--- src/rtl/dsq_pkg.sv ---
// Package: shared state encoding for the dual-slope sweep sequencer.
// Assumes: nothing beyond IEEE 1800-2017.
package dsq_pkg;
    typedef enum logic [2:0] {
        ST_IDLE = 3'd0,
        ST_CHG  = 3'd1,
        ST_CDS  = 3'd2,
        ST_DIS  = 3'd3,
        ST_NEXT = 3'd4
    } dsq_state_e;
endpackage

--- src/rtl/dsq_sync2.sv ---
// Module: two-flop synchroniser for the asynchronous comparator input.
// Assumes: the input is level-like and stays high for several clocks.
module dsq_sync2 (
    input  logic clk,
    input  logic rst_n,
    input  logic async_i,
    output logic sync_o
);
    logic meta_q;

    // Two sequential stages; the second one feeds the controller.
    always_ff @(posedge clk) begin
        if (!rst_n) begin
            meta_q <= 1'b0;
            sync_o <= 1'b0;
        end else begin
            meta_q <= async_i;
            sync_o <= meta_q;
        end
    end
endmodule

--- src/rtl/dsq_ctrl.sv ---
// Module: phase sequencer and shared cycle counter.
// The counter times the charge and sampling phases, and it is the conversion count
// during discharge. The module walks the source index across the bank.
// Assumes: PRE_CYC and CDS_CYC are >= 1 and fit in CODE_W bits; NUM_SRC >= 2.
module dsq_ctrl
    import dsq_pkg::*;
#(
    parameter int CODE_W  = 16,
    parameter int NUM_SRC = 12,
    parameter int PRE_CYC = 16,
    parameter int CDS_CYC = 8,
    localparam int SEL_W  = $clog2(NUM_SRC)
) (
    input  logic              clk,
    input  logic              rst_n,
    input  logic              start_i,
    input  logic              cmp_s_i,
    output logic              chg_en_o,
    output logic              cds_en_o,
    output logic              dis_en_o,
    output logic [SEL_W-1:0]  src_o,
    output logic [CODE_W-1:0] cnt_o,
    output logic              latch_o,
    output logic              sat_o,
    output logic              done_o
);
    localparam logic [CODE_W-1:0] FULL     = {CODE_W{1'b1}};
    localparam logic [CODE_W-1:0] PRE_LAST = CODE_W'(PRE_CYC - 1);
    localparam logic [CODE_W-1:0] CDS_LAST = CODE_W'(CDS_CYC - 1);
    localparam logic [SEL_W-1:0]  SRC_LAST = SEL_W'(NUM_SRC - 1);

    dsq_state_e state_q;
    logic       at_full;

    // Decode of the phase outputs and of the latch/saturate strobes.
    always_comb begin
        at_full  = (cnt_o == FULL);
        chg_en_o = (state_q == ST_CHG);
        cds_en_o = (state_q == ST_CDS);
        dis_en_o = (state_q == ST_DIS);
        latch_o  = (state_q == ST_DIS) && (cmp_s_i || at_full);
        sat_o    = (state_q == ST_DIS) && !cmp_s_i && at_full;
    end

    // State, counter, source index and done pulse register.
    always_ff @(posedge clk) begin
        if (!rst_n) begin
            state_q <= ST_IDLE;
            cnt_o   <= '0;
            src_o   <= '0;
            done_o  <= 1'b0;
        end else begin
            done_o <= 1'b0;
            unique case (state_q)
                ST_IDLE: begin
                    if (start_i) begin
                        state_q <= ST_CHG;
                        cnt_o   <= '0;
                        src_o   <= '0;
                    end
                end
                ST_CHG: begin
                    if (cnt_o == PRE_LAST) begin
                        state_q <= ST_CDS;
                        cnt_o   <= '0;
                    end else begin
                        cnt_o <= cnt_o + 1'b1;
                    end
                end
                ST_CDS: begin
                    if (cnt_o == CDS_LAST) begin
                        state_q <= ST_DIS;
                        cnt_o   <= '0;
                    end else begin
                        cnt_o <= cnt_o + 1'b1;
                    end
                end
                ST_DIS: begin
                    if (cmp_s_i || at_full) begin
                        state_q <= ST_NEXT;
                    end else begin
                        cnt_o <= cnt_o + 1'b1;
                    end
                end
                ST_NEXT: begin
                    cnt_o <= '0;
                    if (src_o == SRC_LAST) begin
                        state_q <= ST_IDLE;
                        src_o   <= '0;
                        done_o  <= 1'b1;
                    end else begin
                        state_q <= ST_CHG;
                        src_o   <= src_o + 1'b1;
                    end
                end
                default: state_q <= ST_IDLE;
            endcase
        end
    end
endmodule

--- src/rtl/dsq_result.sv ---
// Module: result register. It captures the count and the saturation flag on a
// latch strobe and issues a one-cycle valid.
// Assumes: the latch strobe is a single-cycle pulse from the controller.
module dsq_result #(
    parameter int CODE_W = 16
) (
    input  logic              clk,
    input  logic              rst_n,
    input  logic              latch_i,
    input  logic              sat_i,
    input  logic [CODE_W-1:0] cnt_i,
    output logic [CODE_W-1:0] code_o,
    output logic              ovr_o,
    output logic              vld_o
);
    // Hold code and flag; the valid follows the strobe by one cycle.
    always_ff @(posedge clk) begin
        if (!rst_n) begin
            code_o <= '0;
            ovr_o  <= 1'b0;
            vld_o  <= 1'b0;
        end else begin
            vld_o <= latch_i;
            if (latch_i) begin
                code_o <= cnt_i;
                ovr_o  <= sat_i;
            end
        end
    end
endmodule

--- src/rtl/dsadc_sweep.sv ---
// Module: top of the dual-slope current converter sweep sequencer.
// Assumes: cmp_i is asynchronous and rises only during discharge. The analog
// integrator, comparator and current sources are outside this block.
module dsadc_sweep #(
    parameter int CODE_W  = 16,
    parameter int NUM_SRC = 12,
    parameter int PRE_CYC = 16,
    parameter int CDS_CYC = 8,
    localparam int SEL_W  = $clog2(NUM_SRC)
) (
    input  logic              clk,
    input  logic              rst_n,
    input  logic              start_i,
    input  logic              cmp_i,
    output logic              chg_en_o,
    output logic              cds_en_o,
    output logic              dis_en_o,
    output logic [SEL_W-1:0]  src_sel_o,
    output logic [CODE_W-1:0] code_o,
    output logic              code_vld_o,
    output logic              ovr_o,
    output logic              done_o
);
    logic              cmp_s;
    logic [CODE_W-1:0] cnt;
    logic              latch;
    logic              sat;

    dsq_sync2 i_sync (
        .clk     (clk),
        .rst_n   (rst_n),
        .async_i (cmp_i),
        .sync_o  (cmp_s)
    );

    dsq_ctrl #(
        .CODE_W  (CODE_W),
        .NUM_SRC (NUM_SRC),
        .PRE_CYC (PRE_CYC),
        .CDS_CYC (CDS_CYC)
    ) i_ctrl (
        .clk      (clk),
        .rst_n    (rst_n),
        .start_i  (start_i),
        .cmp_s_i  (cmp_s),
        .chg_en_o (chg_en_o),
        .cds_en_o (cds_en_o),
        .dis_en_o (dis_en_o),
        .src_o    (src_sel_o),
        .cnt_o    (cnt),
        .latch_o  (latch),
        .sat_o    (sat),
        .done_o   (done_o)
    );

    dsq_result #(
        .CODE_W (CODE_W)
    ) i_result (
        .clk     (clk),
        .rst_n   (rst_n),
        .latch_i (latch),
        .sat_i   (sat),
        .cnt_i   (cnt),
        .code_o  (code_o),
        .ovr_o   (ovr_o),
        .vld_o   (code_vld_o)
    );
endmodule

--- config.mk ---
export PLATFORM = sky130hd
export DESIGN_NAME = dsadc_sweep
export DESIGN_NICKNAME = d
export VERILOG_FILES = /design/src/rtl/dsq_pkg.sv /design/src/rtl/dsq_sync2.sv /design/src/rtl/dsq_ctrl.sv /design/src/rtl/dsq_result.sv /design/src/rtl/dsadc_sweep.sv
export SDC_FILE = /design/constraint.sdc
export NUM_CORES = 1
export LEC_CHECK = 0
export ABC_AREA = 1
export CAP_MARGIN = 15
export CORE_ASPECT_RATIO = 0.8
export CORE_MARGIN = 10
export CORE_UTILIZATION = 38
export DETAILED_ROUTE_END_ITERATION = 8
export PLACE_DENSITY = 0.67
export SYNTH_ARGS = -nofsm -noshare
export SYNTH_HDL_FRONTEND = slang
export SYNTH_HIERARCHICAL = 1
export SYNTH_SLANG_ARGS = --single-unit
--- constraint.sdc ---
create_clock -name clk -period 5.4 [get_ports clk]
set_clock_uncertainty 0.15 [all_clocks]
set_input_delay 1.08 -clock clk [delete_from_list [all_inputs] [get_ports clk]]
set_output_delay 1.08 -clock clk [all_outputs]
set_load 0.02 [all_outputs]
==> results of run 1 <==
[state kept, by name (all words and copies together) (netlist names)]
name and cells:
i_ctrl/done_o 1, i_result/vld_o 1, i_sync/meta_q 1, i_ctrl/src_o 4, i_result/code_o 16, i_sync/sync_o 1, i_ctrl/state_q 3, i_ctrl/cnt_o 16
i_result/ovr_o 1
[where the power goes]
| group | leakage, uW | total (uW) | internal, uW | switching, uW |
|---|---|---|---|---|
| clock | 0.0000479 | 208 | 90.3 | 118 |
| sequential | 0.000356 | 382 | 350 | 31.7 |
| combinational | 0.000725 | 294 | 94.3 | 200 |
[cells by family (layout without fill, tap and decap cells)]
logic type	Yosys count	after routing	synth area share [%]
compound gates	29	29	7.27
xor+xnor	6	6	2.20
fa+ha+maj	2	2	1.05
buf+inv	59	87	11.6
flops	44	44	36.8
simple gates	235	235	41.0
[Yosys cell counts, types with 4 or more instances]
master	number
buf_6	4
inv_1	49
o21ai_0	6
a21oi_1	15
dfxtp_1	44
nand2_1	117
nor2_1	74
xor2_1	5
nand4_1	4
nor3_1	5
nand3_1	23
[path summary, 6_finish.rpt]
kind                                   from                              end
max          i_ctrl/state_q[2]$_SDFFE_PN0P_                         chg_en_o
min                i_sync/meta_q$_SDFF_PN0_         i_sync/sync_o$_SDFF_PN0_
max reg2reg    i_ctrl/cnt_o[0]$_SDFFE_PN0P_  i_result/code_o[4]$_SDFFE_PN0P_
min reg2reg        i_sync/meta_q$_SDFF_PN0_         i_sync/sync_o$_SDFF_PN0_
[cell usage in the layout (no fill, tap or decap), drive strengths merged]
cell,instances
a211oi,1
a21oi,15
a31oi,2
buf,1
clkbuf,5
clkdlybuf4s50,29
clkinv,3
dfxtp,44
ha,2
inv,49
nand2,121
nand3,23
nand4,4
nor2,78
nor3,6
nor4,1
o211ai,2
o21ai,6
o21bai,3
or2,2
xnor2,1
xor2,5
[per-stage QoR]
step / instances / cell area, um2
after floorplan: 375 / 2390
after global placement: 476 / 2700
after detailed placement: 476 / 2700
after CTS: 484 / 2780
after global routing: 484 / 2780
final: 484 / 2780
[routing by layer]
layer  global-route usage (%)  vias up  part of all wire, %
li1                         -     1201                    -
met1                     16.5     1016                   49
met2                     16.6       82                   41
met3                     3.46        7                  8.6
met4                     3.51        0                  1.0
met5                        0        -                    0
[worst reg2reg max path: stages, from the launching register on]
cell and delay [ns]:
dfxtp_1 0.45, ha_1 0.27, nand2_2 0.10, nor2_4 0.15, nand2_2 0.14, o21bai_4 0.21
nand2_4 0.12, inv_1 0.74, nand2_1 0.17, nand2_1 0.10, nor2_1 0.04
[area by class of cell]
cell class                      instances  area, um2  share of cell area, %
Tap cell                               81        101                   3.64
Clock buffer                            5       68.8                   2.47
Multi-Input combinational cell        272       1230                   44.3
Sequential cell                        44        881                   31.6
Timing Repair Buffer                   30        298                   10.7
Inverter                               49        184                   6.61
Clock inverter                          3       18.8                  0.674
==> results.sh, run 1 <==
export IMPL_mappedNetlistArea_mm2=0.00239
export IMPL_dr_pass1_iters=5
export IMPL_synth_area_leaders="dfxtp_1, nand2_1, nor2_1, inv_1, nand3_1"
export IMPL_diodes=0
export IMPL_wl_per_cell_um=11.7
export IMPL_synth_distinct_cells=29
export IMPL_critPathRequiredTime_ns=4.17
export IMPL_crit_family="buffers and inverters"
export IMPL_start_util_pct=39.8
export IMPL_post_synth_top_area_fraction_pct=36.8
export IMPL_viasPerCell=4.76
export IMPL_status="finished clean"
export IMPL_finalHoldViolCount=0
export IMPL_cts_tree="yes"
export IMPL_crit_path_max_fanout=8
export IMPL_maxCapViolCount=0
export IMPL_finalCriticalPeriod_ns=3.14
export IMPL_vias=2306
export IMPL_dp_hpwl_mm=4.21
export IMPL_grt_use_total_pct=11.7
export IMPL_cts_resized=0
export IMPL_clk_latency_ns=0.30
export IMPL_cellPowerDensity_mw_per_mm2=317
export IMPL_startpoint_type="register"
export IMPL_die_area_mm2=0.00988
export IMPL_fp_dieH_um=91.0
export IMPL_io_buffer_count=29
export IMPL_dp_slack_ns=2.21
export IMPL_slew_violations=0
export IMPL_grt_pass1_wl_mm=9.67
export IMPL_grt_max_degree=36
export IMPL_worst_slack_ns=2.26
export IMPL_first_iter_violations=157
export IMPL_slew_limit_headroom_pct=34.1
export IMPL_ant_nets=0
export IMPL_max_stage_delay_ns=0.68
export IMPL_path_depth=4
export IMPL_root_buffer="clkbuf_8"
export IMPL_syn2layout_area_growth_pct=16.4
export IMPL_n_fill_cell=659
export IMPL_drc_errors=0
export IMPL_cts_htree_levels=2
export IMPL_syn_num_nets=381
export IMPL_cp_cell_sequence="inv_1 > nand2_1 > nor2_2 > clkdlybuf4s50_1"
export IMPL_timing_fmax_mhz=318
export IMPL_routed_wirelength_mm=5.67
export IMPL_gp_congestion=0.878
export IMPL_ff2ff_path_depth=10
export IMPL_grt_pass1_vias=2068
export IMPL_clk_pin_slew_ns=0.09
export IMPL_ys_ff_latch=44
export IMPL_fin_nets=408
export IMPL_synth_top_area_cell="dfxtp_1"
export IMPL_overflow=0
export IMPL_drive_gt1_share_pct=5.21
export IMPL_syn_inst=375
export IMPL_postCtsHoldBufs=0
export IMPL_syn_area_per_cell_um2=6.38
export IMPL_setup_viol=0
export IMPL_slowest_stage="clkdlybuf4s50_1"
export IMPL_async_reset_ff_share_pct=0
export IMPL_regToRegSetupSlack_ns=2.68
export IMPL_cts_setup_buffers=0
export IMPL_core_area_mm2=0.00601
export IMPL_dieWidth_um=109
export IMPL_ys_warn_count=6
export IMPL_synth_edf_count=0
export IMPL_rows=25
export IMPL_ys_flop_type="dfxtp_1"
export IMPL_tightestPinTransition_ns=0.987
export IMPL_rsz0062_at_grt="false"
export IMPL_utilization_pct=46.4
export IMPL_io_pins=30
export IMPL_critical_path_class="reg -> out"
export IMPL_fin_hold_ws_ns=0.262
export IMPL_cp_end_kind="output port"
export IMPL_p_leak_uw=0.00113
export IMPL_fin_crit_sh_pct=58.2
export IMPL_setup_tns_ns=0
export IMPL_crit_arrival_ns=1.91
export IMPL_cts_sinks=44
export IMPL_cts_buffer_depth=2
export IMPL_min_path_cells=2
export IMPL_power_uw=884
export IMPL_yosysSeqAreaShare_pct=36.8
export IMPL_cts_buffers=5
export IMPL_hp_class="reg -> reg"
export IMPL_antenna_found_initial=0
export IMPL_ir_worst_vdd_mv=0.203
export IMPL_crit_buf_inv=2
Power figures use the tool's default switching activity.
==> inputs of run 2 (changes only) <==
==> constraint.sdc (replaced) <==
create_clock -name clk -period 3.27 [get_ports clk]
set_clock_uncertainty 0.15 [all_clocks]
set_input_delay 0.654 -clock clk [delete_from_list [all_inputs] [get_ports clk]]
set_output_delay 0.654 -clock clk [all_outputs]
set_load 0.02 [all_outputs]
==> run 2 against run 1 <==
Net effect: sequential share of layout area is 0.20 points lower; clock power is 69% higher; via count hardly changed; critical path type unchanged; largest power group unchanged; highest routed layer unchanged.
==> results.sh, run 2 (synthesized netlist as in run 1, its figures left out) <==
export IMPL_overflow=0
export IMPL_grt_max_degree=31
export IMPL_tightestPinTransition_ns=0.517
export IMPL_setup_tns_ns=0
export IMPL_start_util_pct=39.8
export IMPL_p_leak_uw=0.00114
export IMPL_finalHoldViolCount=0
export IMPL_fp_dieH_um=91.0
export IMPL_busiest_layer="met2"
export IMPL_drc_errors=0
export IMPL_dp_hpwl_mm=4.22
export IMPL_hp_class="reg -> reg"
export IMPL_status="finished clean"
export IMPL_critical_path_class="reg -> out"
export IMPL_cts_setup_buffers=0
export IMPL_clk_latency_ns=0.29
export IMPL_slowest_stage="clkdlybuf4s50_1"
export IMPL_utilization_pct=46.6
export IMPL_reg_largest_list="i_ctrl/cnt_o (16), i_result/code_o (16), i_ctrl/src_o (4)"
export IMPL_startpoint_type="register"
export IMPL_grt_use_met3_pct=3.81
export IMPL_fin_nets=410
export IMPL_slew_violations=0
export IMPL_use_met2_pct=18.4
export IMPL_io_pins=30
export IMPL_ir_worst_vdd_mv=0.232
export IMPL_viasPerCell=4.74
export IMPL_crit_buf_inv=2
export IMPL_cts_buffers=5
export IMPL_grt_pass1_wl_mm=9.86
export IMPL_vias=2304
export IMPL_dieWidth_um=109
export IMPL_die_area_mm2=0.00988
export IMPL_syn2layout_area_growth_pct=17.2
export IMPL_wl_per_cell_um=11.8
export IMPL_drive_gt1_share_pct=5.19
export IMPL_dr_pass1_iters=4
export IMPL_cts_buffer_depth=2
export IMPL_path_depth=3
export IMPL_rows=25
export IMPL_final_cell_mix="nand2_1, nor2_1, inv_1"
export IMPL_postCtsHoldBufs=0
export IMPL_ff2ff_path_depth=11
export IMPL_rsz0062_at_grt="false"
export IMPL_cts_sinks=44
export IMPL_ant_nets=0
export IMPL_critPathRequiredTime_ns=2.47
export IMPL_setup_viol=0
export IMPL_cts_resized=0
export IMPL_crit_family="buffers and inverters"
export IMPL_first_iter_violations=134
export IMPL_slew_limit_headroom_pct=65.3
export IMPL_crit_arrival_ns=1.89
export IMPL_clk_pin_slew_ns=0.08
export IMPL_routed_wirelength_mm=5.74
export IMPL_finalCriticalPeriod_ns=2.69
export IMPL_root_buffer="clkbuf_8"
export IMPL_core_area_mm2=0.00601
export IMPL_grt_pass1_vias=2212
export IMPL_grt_util_met1_pct=15.3
export IMPL_min_path_cells=2
export IMPL_cts_htree_levels=2
export IMPL_grt_use_total_pct=11.9
export IMPL_gp_congestion=0.899
export IMPL_crit_path_max_fanout=8
export IMPL_cts_tree="yes"
export IMPL_timing_fmax_mhz=372
export IMPL_max_stage_delay_ns=0.71
export IMPL_fin_crit_sh_pct=82.3
export IMPL_cp_cell_sequence="inv_1 > nor3_2 > clkdlybuf4s50_1"
export IMPL_cellPowerDensity_mw_per_mm2=529
export IMPL_io_buffer_count=29
export IMPL_final_common_cell="nand2_1"
export IMPL_diodes=0
export IMPL_cp_end_kind="output port"
export IMPL_maxCapViolCount=0
export IMPL_antenna_found_initial=0
-- run 2: where the power goes --
part           switching, uW  internal (uW)
Sequential              49.2            578
Clock                    180            173
Combinational            340            162
-- run 2: metrics by stage --
step	hold WS, ns	total power (uW)	setup slack, ns	std cells	instance area, um2
after CTS	0.270	1490	0.537	486	2800
after global placement	0.243	1130	0.810	478	2710
after floorplan	0.236	1010	1.41	375	2390
after global routing	0.310	1600	0.435	486	2800
final	0.263	1480	0.579	486	2800
after detailed placement	0.253	1130	0.796	478	2710
-- run 2: routing by layer --
| metal | up-vias | part of all wire [%] |
|---|---|---|
| met3 | 7 | 7.5 |
| met4 | 0 | 0.85 |
| met2 | 56 | 42 |
| li1 | 1209 | - |
| met1 | 1032 | 50 |
| met5 | - | 0 |
-- run 2: path summary, 6_finish.rpt --
check	from	endpoint	slack, ns
max reg2reg	i_ctrl/cnt_o[0]$_SDFFE_PN0P_	i_result/code_o[15]$_SDFFE_PN0P_	0.76
min reg2reg	i_sync/meta_q$_SDFF_PN0_	i_sync/sync_o$_SDFF_PN0_	0.26
min	i_sync/meta_q$_SDFF_PN0_	i_sync/sync_o$_SDFF_PN0_	0.26
max	i_ctrl/state_q[1]$_SDFFE_PN0P_	cds_en_o	0.58
-- run 2: final cells by class --
class / count / area, um2
fillers: 676 / 3200
multi-input cells: 272 / 1230
flip-flops and latches: 44 / 881
repair buffers: 32 / 313
inverters: 49 / 184
well taps: 81 / 101
clock buffers: 8 / 90.1
-- run 2: worst reg2reg max path, stage by stage (launching register included) --
cell,delay (ns)
dfxtp_1,0.42
ha_1,0.26
nand2_2,0.10
nor2_4,0.15
nand2_2,0.13
o21bai_4,0.21
nand2_4,0.13
inv_1,0.35
buf_4,0.32
nand2_1,0.08
nand2_1,0.06
nor2_1,0.04
==> inputs of run 3 (changes only) <==
==> constraint.sdc (replaced) <==
create_clock -name clk -period 2.7 [get_ports clk]
set_clock_uncertainty 0.15 [all_clocks]
set_input_delay 0.54 -clock clk [delete_from_list [all_inputs] [get_ports clk]]
set_output_delay 0.54 -clock clk [all_outputs]
set_load 0.02 [all_outputs]
==> run 3 against run 2 <==
Net effect: first-iteration DRC count rose by 7.5%; cell area rose by 0.40%; register-to-register slack got worse by 0.30 ns; sequential share of layout area fell by 0.13 points; combinational power rose by 21%; routed wire length fell by 1.9%; core utilization rose by 0.19 points; final cell count rose by 0.21%; non-clock buffer count rose by 1; global-route usage fell by 0.77 points; critical path depth rose by 1; sequential power rose by 22%; largest cell class unchanged; largest power group unchanged.
==> results.sh, run 3 (synthesized netlist as in run 1, its figures left out) <==
export IMPL_rsz0062_at_grt="false"
export IMPL_p_leak_uw=0.00114
export IMPL_critPathRequiredTime_ns=2.01
export IMPL_slew_violations=0
export IMPL_clk_pin_slew_ns=0.08
export IMPL_startpoint_type="register"
export IMPL_place_area_mm2=0.00272
export IMPL_rows=25
export IMPL_grt_pass1_vias=2071
export IMPL_cp_end_kind="output port"
export IMPL_ant_nets=0
export IMPL_maxCapViolCount=0
export IMPL_cts_tree="yes"
export IMPL_regToRegSetupSlack_ns=0.46
export IMPL_postCtsHoldBufs=0
export IMPL_final_cell_mix="nand2_1, nor2_1, inv_1"
export IMPL_die_area_mm2=0.00988
export IMPL_overflow=0
export IMPL_cts_buffers=5
export IMPL_io_pins=30
export IMPL_critical_path_class="reg -> out"
export IMPL_stdcell_count=487
export IMPL_finalCriticalPeriod_ns=2.57
export IMPL_dpl_cell_count=479
export IMPL_root_buffer="clkbuf_8"
export IMPL_grt_use_total_pct=11.2
export IMPL_crit_arrival_ns=1.88
export IMPL_hold_path_end="i_sync/sync_o$_SDFF_PN0_"
export IMPL_grt_pass1_wl_mm=9.37
export IMPL_slew_limit_headroom_pct=66.8
export IMPL_final_common_cell="nand2_1"
export IMPL_antenna_found_initial=0
export IMPL_routed_wirelength_mm=5.63
export IMPL_cts_buffer_depth=2
export IMPL_worst_slack_ns=0.134
export IMPL_tightestPinTransition_ns=0.495
export IMPL_timing_fmax_mhz=390
export IMPL_diodes=0
export IMPL_ff2ff_path_depth=12
export IMPL_status="finished clean"
export IMPL_multiInputGateArea_mm2=0.00123
export IMPL_fp_dieH_um=91.0
export IMPL_crit_path_max_fanout=8
export IMPL_regArea_um2=881
export IMPL_wl_per_cell_um=11.6
export IMPL_start_util_pct=39.8
export IMPL_cts_htree_levels=2
export IMPL_setup_tns_ns=0
export IMPL_io_buffer_count=29
export IMPL_finalHoldViolCount=0
export IMPL_clk_latency_ns=0.29
export IMPL_cellPowerDensity_mw_per_mm2=637
export IMPL_hold_start="i_sync/meta_q$_SDFF_PN0_"
export IMPL_regToRegEndpoint="i_ctrl/cnt_o[14]$_SDFFE_PN0P_"
export IMPL_dr_pass1_iters=4
export IMPL_vias=2265
export IMPL_drc_errors=0
export IMPL_dieWidth_um=109
export IMPL_grt_max_degree=31
export IMPL_drive_gt1_share_pct=5.67
export IMPL_min_path_cells=2
export IMPL_reg_largest_list="i_ctrl/cnt_o (16), i_result/code_o (16), i_ctrl/src_o (4)"
export IMPL_viasPerCell=4.65
export IMPL_dp_slack_ns=0.443
export IMPL_utilization_pct=46.8
export IMPL_hp_class="reg -> reg"
export IMPL_fin_crit_sh_pct=95.0
export IMPL_fin_nets=411
export IMPL_core_area_mm2=0.00601
export IMPL_rr_startpoint="i_ctrl/cnt_o[0]$_SDFFE_PN0P_"
export IMPL_setup_viol=0
export IMPL_dp_hpwl_mm=4.21
export IMPL_cts_resized=0
export IMPL_first_iter_violations=144
export IMPL_syn2layout_area_growth_pct=17.6
export IMPL_cts_setup_buffers=0
export IMPL_cts_sinks=44
export IMPL_gp_congestion=0.853
export IMPL_ir_worst_vdd_mv=0.371
export IMPL_stdcell_area_mm2=0.00281
export IMPL_n_fill_cell=657
-- run 3: per-stage QoR --
stage,hold slack (ns),power [uW]
2_1_floorplan,0.236,1220
3_3_place_gp,0.240,1370
3_5_place_dp,0.251,1380
4_1_cts,0.268,1810
5_1_grt,0.319,1910
6_report,0.269,1790
-- run 3: area by class of cell --
| class | instances | area share, % |
|---|---|---|
| sequential | 44 | 31.3 |
| clock buffer | 7 | 3.07 |
| timing repair buffer | 33 | 11.4 |
| inverter | 49 | 6.54 |
| clock inverter | 1 | 0.267 |
| tap | 81 | 3.60 |
| multi-input combinational | 272 | 43.8 |
-- run 3: worst max-delay path, cell delays in order (launching register included) --
cell             delay [ns]
dfxtp_1                0.34
inv_1                  0.14
nand2_1                0.14
nor2_2                 0.29
clkdlybuf4s50_1        0.68
-- run 3: how the worst max path moves through the flow --
stage | end | slack, ns | start
6_report | chg_en_o | 0.13 | i_ctrl/state_q[2]$_SDFFE_PN0P_
5_1_grt | chg_en_o | 0.006 | i_ctrl/state_q[2]$_SDFFE_PN0P_
4_1_cts | chg_en_o | 0.12 | i_ctrl/state_q[2]$_SDFFE_PN0P_
3_5_place_dp | chg_en_o | 0.44 | i_ctrl/state_q[2]$_SDFFE_PN0P_
3_3_place_gp | chg_en_o | 0.45 | i_ctrl/state_q[2]$_SDFFE_PN0P_
2_1_floorplan | i_result/code_o[12]$_SDFFE_PN0P_ | 0.84 | i_ctrl/cnt_o[0]$_SDFFE_PN0P_
-- run 3: power by group --
| group | internal [uW] | switching [uW] |
|---|---|---|
| clock | 208 | 215 |
| sequential | 700 | 63.5 |
| combinational | 197 | 408 |
-- run 3: metal layers --
layer / vias to the layer above / share of wire (%) / GRT usage, %
li1: 1210 / - / -
met1: 983 / 47 / 14.5
met2: 68 / 43 / 17.6
met3: 4 / 9.4 / 3.60
met4: 0 / 0.64 / 2.30
met5: - / 0 / 0
